File: src/rtl/manch_rx_pkg.sv
package manch_rx_pkg;
  typedef enum logic [1:0] {
    RX_HUNT  = 2'd0,
    RX_SYNC2 = 2'd1,
    RX_BITS  = 2'd2
  } rx_state_e;
endpackage

File: src/rtl/manch_rx_front.sv
module manch_rx_front #(
  parameter int SPB = 12,
  parameter int TOL = 1,
  parameter int RW  = 5
) (
  input  logic          clk,
  input  logic          clr,
  input  logic          bip_one,
  input  logic          bip_zero,
  input  logic          uni,
  output logic          ln,
  output logic          tr,
  output logic [RW-1:0] run,
  output logic          sync_hit,
  output logic          sync_cmd
);
  localparam int SYNC_LEN = 3 * SPB / 2;
  localparam logic [RW-1:0] R_MAX = RW'(2 * SPB + 2);
  localparam logic [RW-1:0] S_LO  = RW'(SYNC_LEN - TOL);
  localparam logic [RW-1:0] S_HI  = RW'(SYNC_LEN + TOL);

  logic lvl, s1, ln_d;

  // merge the two input styles into one line level
  assign lvl = (bip_one & ~bip_zero) | (uni & bip_zero);

  always_ff @(posedge clk) begin
    if (clr) begin
      s1   <= 1'b0;
      ln   <= 1'b0;
      ln_d <= 1'b0;
      run  <= R_MAX;
    end else begin
      s1   <= lvl;
      ln   <= s1;
      ln_d <= ln;
      if (tr)
        run <= RW'(1);
      else if (run != R_MAX)
        run <= run + 1'b1;
    end
  end

  assign tr       = ln ^ ln_d;
  assign sync_hit = tr && (run >= S_LO) && (run <= S_HI);
  assign sync_cmd = ln_d;
endmodule

File: src/rtl/manch_rx_core.sv
module manch_rx_core
  import manch_rx_pkg::*;
#(
  parameter int SPB   = 12,
  parameter int NBITS = 16,
  parameter int RW    = 5
) (
  input  logic          clk,
  input  logic          clr,
  input  logic          ln,
  input  logic          tr,
  input  logic [RW-1:0] run,
  input  logic          sync_hit,
  input  logic          sync_cmd,
  output logic          shift_clk,
  output logic          ser_data,
  output logic          cmd_sync,
  output logic          valid_word
);
  localparam int HALF     = SPB / 2;
  localparam int SYNC_LEN = 3 * SPB / 2;
  localparam int PW       = $clog2(SPB);
  localparam int CW       = $clog2(SYNC_LEN);
  localparam int NW       = $clog2(NBITS + 1);
  localparam logic [RW-1:0] R_MAX  = RW'(2 * SPB + 2);
  localparam logic [PW-1:0] P_Q1   = PW'(HALF / 2);
  localparam logic [PW-1:0] P_Q3   = PW'(HALF + HALF / 2);
  localparam logic [PW-1:0] P_END  = PW'(SPB - 1);
  localparam logic [PW-1:0] W_LO   = PW'(HALF - 2);
  localparam logic [PW-1:0] W_HI   = PW'(HALF + 2);
  localparam logic [PW-1:0] P_RE   = PW'(HALF + 1);
  localparam logic [CW-1:0] C_MID  = CW'(SYNC_LEN / 2);
  localparam logic [CW-1:0] C_LAST = CW'(SYNC_LEN - 1);
  localparam logic [NW-1:0] NB_LAST = NW'(NBITS);

  rx_state_e     st;
  logic [CW-1:0] cnt;
  logic [PW-1:0] ph;
  logic [NW-1:0] nb;
  logic          a, b, par, pend;

  always_ff @(posedge clk) begin
    if (clr) begin
      st <= RX_HUNT;  cnt <= '0;  ph <= '0;  nb <= '0;
      a <= 1'b0;  b <= 1'b0;  par <= 1'b0;  pend <= 1'b0;
      shift_clk <= 1'b0;  ser_data <= 1'b0;
      cmd_sync <= 1'b0;   valid_word <= 1'b0;
    end else begin
      shift_clk <= 1'b0;
      unique case (st)
        RX_HUNT: begin
          if (sync_hit) begin
            st   <= RX_SYNC2;
            cnt  <= CW'(1);
            pend <= sync_cmd;
          end
        end
        RX_SYNC2: begin
          cnt <= cnt + 1'b1;
          if (cnt == C_LAST) begin
            st       <= RX_BITS;
            ph       <= '0;
            nb       <= '0;
            par      <= 1'b0;
            cmd_sync <= pend;
          end
          if ((cnt == C_MID && ln == pend) || run == R_MAX) begin
            st         <= RX_HUNT;
            valid_word <= 1'b0;
          end
        end
        RX_BITS: begin
          ph <= ph + 1'b1;
          if (tr && ph >= W_LO && ph <= W_HI)
            ph <= P_RE;
          if (ph == P_Q1) a <= ln;
          if (ph == P_Q3) b <= ln;
          if (ph == P_END) begin
            ph <= '0;
            if (a == b) begin
              st         <= RX_HUNT;
              valid_word <= 1'b0;
            end else if (nb == NB_LAST) begin
              st         <= RX_HUNT;
              valid_word <= par ^ a;
            end else begin
              par       <= par ^ a;
              nb        <= nb + 1'b1;
              shift_clk <= 1'b1;
              ser_data  <= a;
            end
          end
          if (run == R_MAX) begin
            st         <= RX_HUNT;
            valid_word <= 1'b0;
          end
        end
        default: st <= RX_HUNT;
      endcase
    end
  end


  sclk_pulse_chk: assert property (@(posedge clk) disable iff (clr)
    shift_clk |=> !shift_clk);


  sclk_in_rx_chk: assert property (@(posedge clk) disable iff (clr)
    shift_clk |-> (st == RX_BITS));


  valid_rise_chk: assert property (@(posedge clk) disable iff (clr)
    $rose(valid_word) |-> ($past(st) == RX_BITS && st == RX_HUNT));


  phase_range_chk: assert property (@(posedge clk) disable iff (clr)
    (st == RX_BITS) |-> (ph <= P_END));
endmodule

File: src/rtl/manch_rx.sv
module manch_rx #(
  parameter int SPB   = 12,
  parameter int TOL   = 1,
  parameter int NBITS = 16
) (
  input  logic clk,
  input  logic rst,
  input  logic dec_rst,
  input  logic bip_one_in,
  input  logic bip_zero_in,
  input  logic uni_in,
  output logic shift_clk,
  output logic ser_data,
  output logic cmd_sync,
  output logic valid_word
);
  localparam int RW = $clog2(2 * SPB + 3);

  logic          clr, ln, tr, sync_hit, sync_cmd;
  logic [RW-1:0] run;

  assign clr = rst | dec_rst;

  manch_rx_front #(.SPB(SPB), .TOL(TOL), .RW(RW)) u_front (
    .clk(clk), .clr(clr), .bip_one(bip_one_in), .bip_zero(bip_zero_in),
    .uni(uni_in), .ln(ln), .tr(tr), .run(run),
    .sync_hit(sync_hit), .sync_cmd(sync_cmd)
  );

  manch_rx_core #(.SPB(SPB), .NBITS(NBITS), .RW(RW)) u_core (
    .clk(clk), .clr(clr), .ln(ln), .tr(tr), .run(run),
    .sync_hit(sync_hit), .sync_cmd(sync_cmd),
    .shift_clk(shift_clk), .ser_data(ser_data),
    .cmd_sync(cmd_sync), .valid_word(valid_word)
  );


  decrst_clear_chk: assert property (@(posedge clk) disable iff (rst)
    dec_rst |=> (!valid_word && !shift_clk && !cmd_sync));
endmodule

File: config.mk
export PLATFORM = sky130hd
export DESIGN_NAME = manch_rx
export DESIGN_NICKNAME = d
export VERILOG_FILES = /design/src/rtl/manch_rx_pkg.sv /design/src/rtl/manch_rx_front.sv /design/src/rtl/manch_rx_core.sv /design/src/rtl/manch_rx.sv
export SDC_FILE = /design/constraint.sdc
export NUM_CORES = 1
export LEC_CHECK = 0
export ABC_CLOCK_PERIOD_IN_PS = 2400
export BUFFER_PORTS_ARGS = -buffer_cell sky130_fd_sc_hd__buf_2
export CORE_UTILIZATION = 60
export DETAILED_ROUTE_END_ITERATION = 10
export PLACE_DENSITY = 0.78
export SLEW_MARGIN = 20
export SYNTH_ARGS = -nofsm -noshare
export SYNTH_HDL_FRONTEND = slang
export SYNTH_SLANG_ARGS = --single-unit
File: constraint.sdc
create_clock -name clk -period 2.4 [get_ports clk]
set_input_delay 0.48 -clock clk [delete_from_list [all_inputs] [get_ports clk]]
set_output_delay 0.48 -clock clk [all_outputs]
set_load 0.03 [all_outputs]
---- Word-level counts from Yosys, hierarchy flattened ----
Index checks and enable logic that the tools add are counted.
storage, ports and cells
  bits of input ports ..................... 6
  bits in registers ....................... 32
  word-level logic and storage cells ...... 112
  output and inout bits ................... 4
cells by class
  magnitude comparators ................... 4
  muxes and demuxes ....................... 33
  bitwise gates (word level) .............. 11
  reductions and logical operators ........ 22
  add/sub/neg operators ................... 4
  eq/ne operators ......................... 21
operator list
  cell                 number
  $mux 5               7
  $pmux 5 s2           2
  $add 5x1->5 const B  3
  $eq 5x5->1 const B   3
  $mux 2               7
  $mux 4               3
  $reduce_and 2->1     6
  $reduce_and 4->1     3
  $mux 1               10
  $eq 4x4->1 const B   2
  $pmux 4 s2           1
  $ne 2x1->1 const B   3
  $ne 2x2->1 const B   3
  $ne 3x1->1 const B   2
  $pmux 2 s3           1
  $reduce_bool 2->1    3
  $eq 5x4->1 const B   1
  $ge 5x5->1 const B   1
  $le 5x5->1 const B   1
  $logic_and 1x1->1    5
  $ne 5x5->1 const B   1
  $not 1->1            5
  $reduce_and 5->1     1
  $add 4x1->4 const B  1
  other kinds (15)     20

---- Depth between registers and ports, before layout ----
  depth in word-level cells ............... 6
  mapped depth ............................ 8
  gate-level depth less buffers ........... 7

---- Modules after synthesis ----
Synthesis repeated with hierarchy kept, for this count alone.
unflattened totals
  cell total of the unflattened synthesis .. 203
  area total of the unflattened synthesis .. 1769.2 sq um
modules (own cells, without submodules)
  module          sequential area each (sq um)  area each (sq um)  cells each  times used
  manch_rx_core   480.5                         1380.1             166         1
  manch_rx_front  160.2                         382.9              36          1
  manch_rx        0.0                           6.3                1           1

---- Worst setup path before layout ----
No wires, ideal clock.
  path kind ............................... flip-flop to flip-flop
  start ................................... register u_front.run[0]
  end ..................................... register u_core.cnt[1]
  cell stages (with the launch flop) ...... 7
  required time ........................... 2272 ps
  library setup time ...................... 128 ps
  path buffers ............................ 0
  setup slack ............................. 611 ps
  clock period less this slack ............ 1789 ps
  data arrival time ....................... 1661 ps
  path through ............................ dfxtp_1 -> ha_1 -> and3b_1 -> nor4_4 -> nor2b_2 -> a221oi_1 -> nor2_1
on the way
  word-level cells in the longest chain between the ends .. 5
  elaborated cells on any way between the ends .. 6
  classes of those cells .................. 2 x order compare; 1 x eq/ne; 3 x reduce/logical
ends and longest elaborated chain
  item                                 line                  text
  start, declared                      manch_rx_front.sv:13  output logic [RW-1:0] run,
  start signal, assigned               manch_rx_front.sv:40  run <= run + 1'b1;
  $ge 5x5->1                           manch_rx_front.sv:45  assign sync_hit = tr && (run >= S_LO) && (run <= S_HI);
  $logic_and 1x1->1                    manch_rx_front.sv:45
  $logic_and 1x1->1 *                  manch_rx_front.sv:45
  $ne 2x2->1 (no source line) *        --
  $reduce_and 2->1 (no source line) *  --
  end signal, assigned                 manch_rx_core.sv:59   cnt <= cnt + 1'b1;
  end, declared                        manch_rx_core.sv:37   logic [CW-1:0] cnt;
Every way passes the cells marked *; elsewhere a longest branch is shown, timed or not.
A chain may end at the register's enable or synchronous reset.

---- Final worst setup path ----
Ends and elaborated chain as after synthesis.

==> results.md <==
- Vias: 1672
- Post-Synth Adder-Cell Area: 8.66%
- Worst Setup SP: u_front.run[0]
- Share of cells above drive strength 1: 12.8%
- CP peak stage delay: 460 ps
- Mapped Area: 0.00188 mm2
- Post-DP Area: 0.00196 mm2
- Slew headroom: 65.9%
- Final ANT Viol Nets: 0
- Diode count: 0
- Post-layout min period: 2050 ps
- Die Wd: 57.9 um
- Most frequent cells in the layout: dfxtp_1, nand2_1, a21oi_1
- Initial antenna violation count: 0
- Initial core utilization: 65.8%
- CTS buffer count: 5
- First-pass GRT wire length: 6.52 mm
- CP max FO: 7
- Worst flop-to-flop path endpoint: u_core.cnt[1]
- Mean Syn Cell Area: 8.17 um2
- Placer's final routability congestion estimate: 0.861
- Final WL: 4.01 mm
- CP Depth: 6
- Synth warnings: 0
- Setup violators final: 0
- Die area: 0.00336 mm2
- Hold Path Class: in -> reg
- DRC: 1
- Post-CTS Setup Repair Bufs: 0
- Max-Cap Viols: 0
- CP Launch Type: flop
- TritonCTS clock tree: yes
- Multiplexer share of the synthesized area: 1.60%
- Yosys reg bits: 32
- Largest net degree at the start of global routing: 21
- Filler cells: 254
- Crit path cell chain: ha_1, and3b_1, nor4_4, nor2b_2, a221oi_1, nor2_1
- Wire length per cell: 14.6 um
- CP delay by family, top: simple AND/OR/NAND/NOR gates
- Critical Path AT: 2260 ps
- Worst reg2reg setup slack: 350 ps
- Max Slew Vio Count: 0
- Post-synth EDFFs: 0
- Number of global-route vias before repair: 1523
- Clock root cell: clkbuf_4
- Async SR Flop Fraction: 0%
- H-tree depth: 2
- Failing checks: DRC
- DPL Wire Length: 2.96 mm
- Status: finished with violations
- Crit path buffers/inverters: 0
- Pwr dens: 478 mW/mm2
- Final hold viol count: 0
- Fin crit share: 85.6%
- Synth Area in Simple Gates: 27.6%
- Post-synthesis xor/xnor area fraction: 5.60%
- Worst Setup Path Type: reg -> reg
- Final non-filler cell total: 274
- Via-to-Cell Ratio: 6.10
- Global Route Usage Sum: 25.3%
- Placed Cells: 266
- Peak VDD IR: 0.349 mV
- Total core area: 0.00285 mm2
- Area leader, netlist: dfxtp_1
- Port bufs: 9
- Cell area after layout: 0.00204 mm2
- Setup TNS Final: 0 ps
- Syn Nets: 249
- Sequential share of the synthesized area: 34.1%
- Netlist cell types: 48
- R2R cell count: 6
- Min Hold Slack: 382 ps
- Grt total ovfl: 0
- R2r startpoint: u_front.run[0]
- Die height: 57.9 um
- Tot Pwr: 0.973 mW
- Synth Area in Compound Gates: 17.9%
- DRT Pass-1 Iters: 7
- Worst path slowest cell: dfxtp_1
- Share of the synthesized area in the top cell type: 34.1%
- Ys flop type: dfxtp_1
- Slew @ Worst Pin: 510 ps
- Max Freq: 0.487 GHz
- Worst setup endpoint: u_core.cnt[1]
- NumNets Final: 261
- Most common cell after layout, fill and taps aside: dfxtp_1
- Largest family of logic cells by synthesized area: simple AND/OR/NAND/NOR gates
- Clock-pin slew on the worst setup and hold paths: 100 ps
- Data required time of the critical path: 2610 ps
- Leak pwr: 0.753 nW
- Clock skew: 8.49 ps
- Hold-fix buffers, CTS: 0
- CP Capture Type: flop
- I/O pins: 10
- Max clock buf depth: 2
- Synth area leaders: dfxtp_1, ha_1, a21oi_1
- Number of core rows: 19
- Initial DRC Count: 85
- Post-Synthesis Cells: 230
- RSZ-0062 raised after global routing: no
- Synth-to-Final Area Change: 8.39%
- Later-pin clock latency in the skew report: 330 ps
- Post-CTS sizing: 0
- CTS sink cnt: 32
## area by class of cell
cell class,instances,area [um2],area share (%)
multi-input cells,176,1150,56.6
flip-flops and latches,32,641,31.5
repair buffers,13,75.1,3.69
inverters,14,52.6,2.58
clock buffers,6,41.3,2.03
well taps,31,38.8,1.91
clock inverters,2,35.0,1.72
## flip-flops by register name (all words and copies together), names as in the netlist, 2 cells and up
| register | count |
|---|---|
| u_core.cnt | 5 |
| u_core.nb | 5 |
| u_front.run | 5 |
| u_core.ph | 4 |
| u_core.st | 2 |
## worst register-to-register path: stages, from the launching register on
cell	delay, ps
dfxtp_1	460
ha_1	250
and3b_1	220
nor4_4	450
nor2b_2	140
a221oi_1	340
nor2_1	70
## layer usage
| metal | global-route usage (%) | routed length, um |
|---|---|---|
| met5 | 0 | 0 |
| met4 | 8.16 | 34 |
| met3 | 7.59 | 236 |
| met2 | 44.3 | 1980 |
| met1 | 29.5 | 1760 |
## power by group
group	total, mW	switching, mW	internal (mW)
combinational	0.0324	0.0198	0.0126
clock	0.404	0.186	0.218
sequential	0.536	0.00305	0.533
total	0.973	0.209	0.764
## kinds of logic after synthesis
| group | count (synthesis) |
|---|---|
| compound gates | 55 |
| fa+ha+maj | 13 |
| mux | 3 |
| xor+xnor | 12 |
| simple gates | 93 |
| flops | 32 |
| buf+inv | 22 |
## per-stage QoR
| stage | setup WS (ps) | util (%) |
|---|---|---|
| after detailed placement | 352 | 68.7 |
| after global routing | 198 | 71.4 |
| after global placement | 492 | 68.7 |
| after CTS | 339 | 71.4 |
| final | 347 | 71.4 |
| after floorplan | 611 | - |
## worst min-delay path by stage
stage,start,end,slack [ps],cells past startpoint
3_3_place_gp,u_front.s1,u_front.ln,410,1
6_report,bip_one_in,u_front.s1,380,3
2_1_floorplan,u_front.s1,u_front.ln,410,1
3_5_place_dp,u_front.s1,u_front.ln,430,1
4_1_cts,bip_one_in,u_front.s1,380,3
5_1_grt,uni_in,u_front.s1,370,3
## cells in the mapped netlist (all sizes together) (2+ instances only)
cell type  number
a31oi           2
o31ai           2
nor2           17
inv            13
xor2            7
nand4           3
nand3          13
nand2          24
o21ai          14
and4bb          2
nor2b           4
nor3            5
mux2i           3
and3b           3
and2            5
and3            6
ha             13
a21oi          21
dfxtp          32
or3             4
o22ai           2
a21boi          3
buf             2
xnor2           5
clkbuf          6
Note: power is estimated with default switching activity, not from simulation.
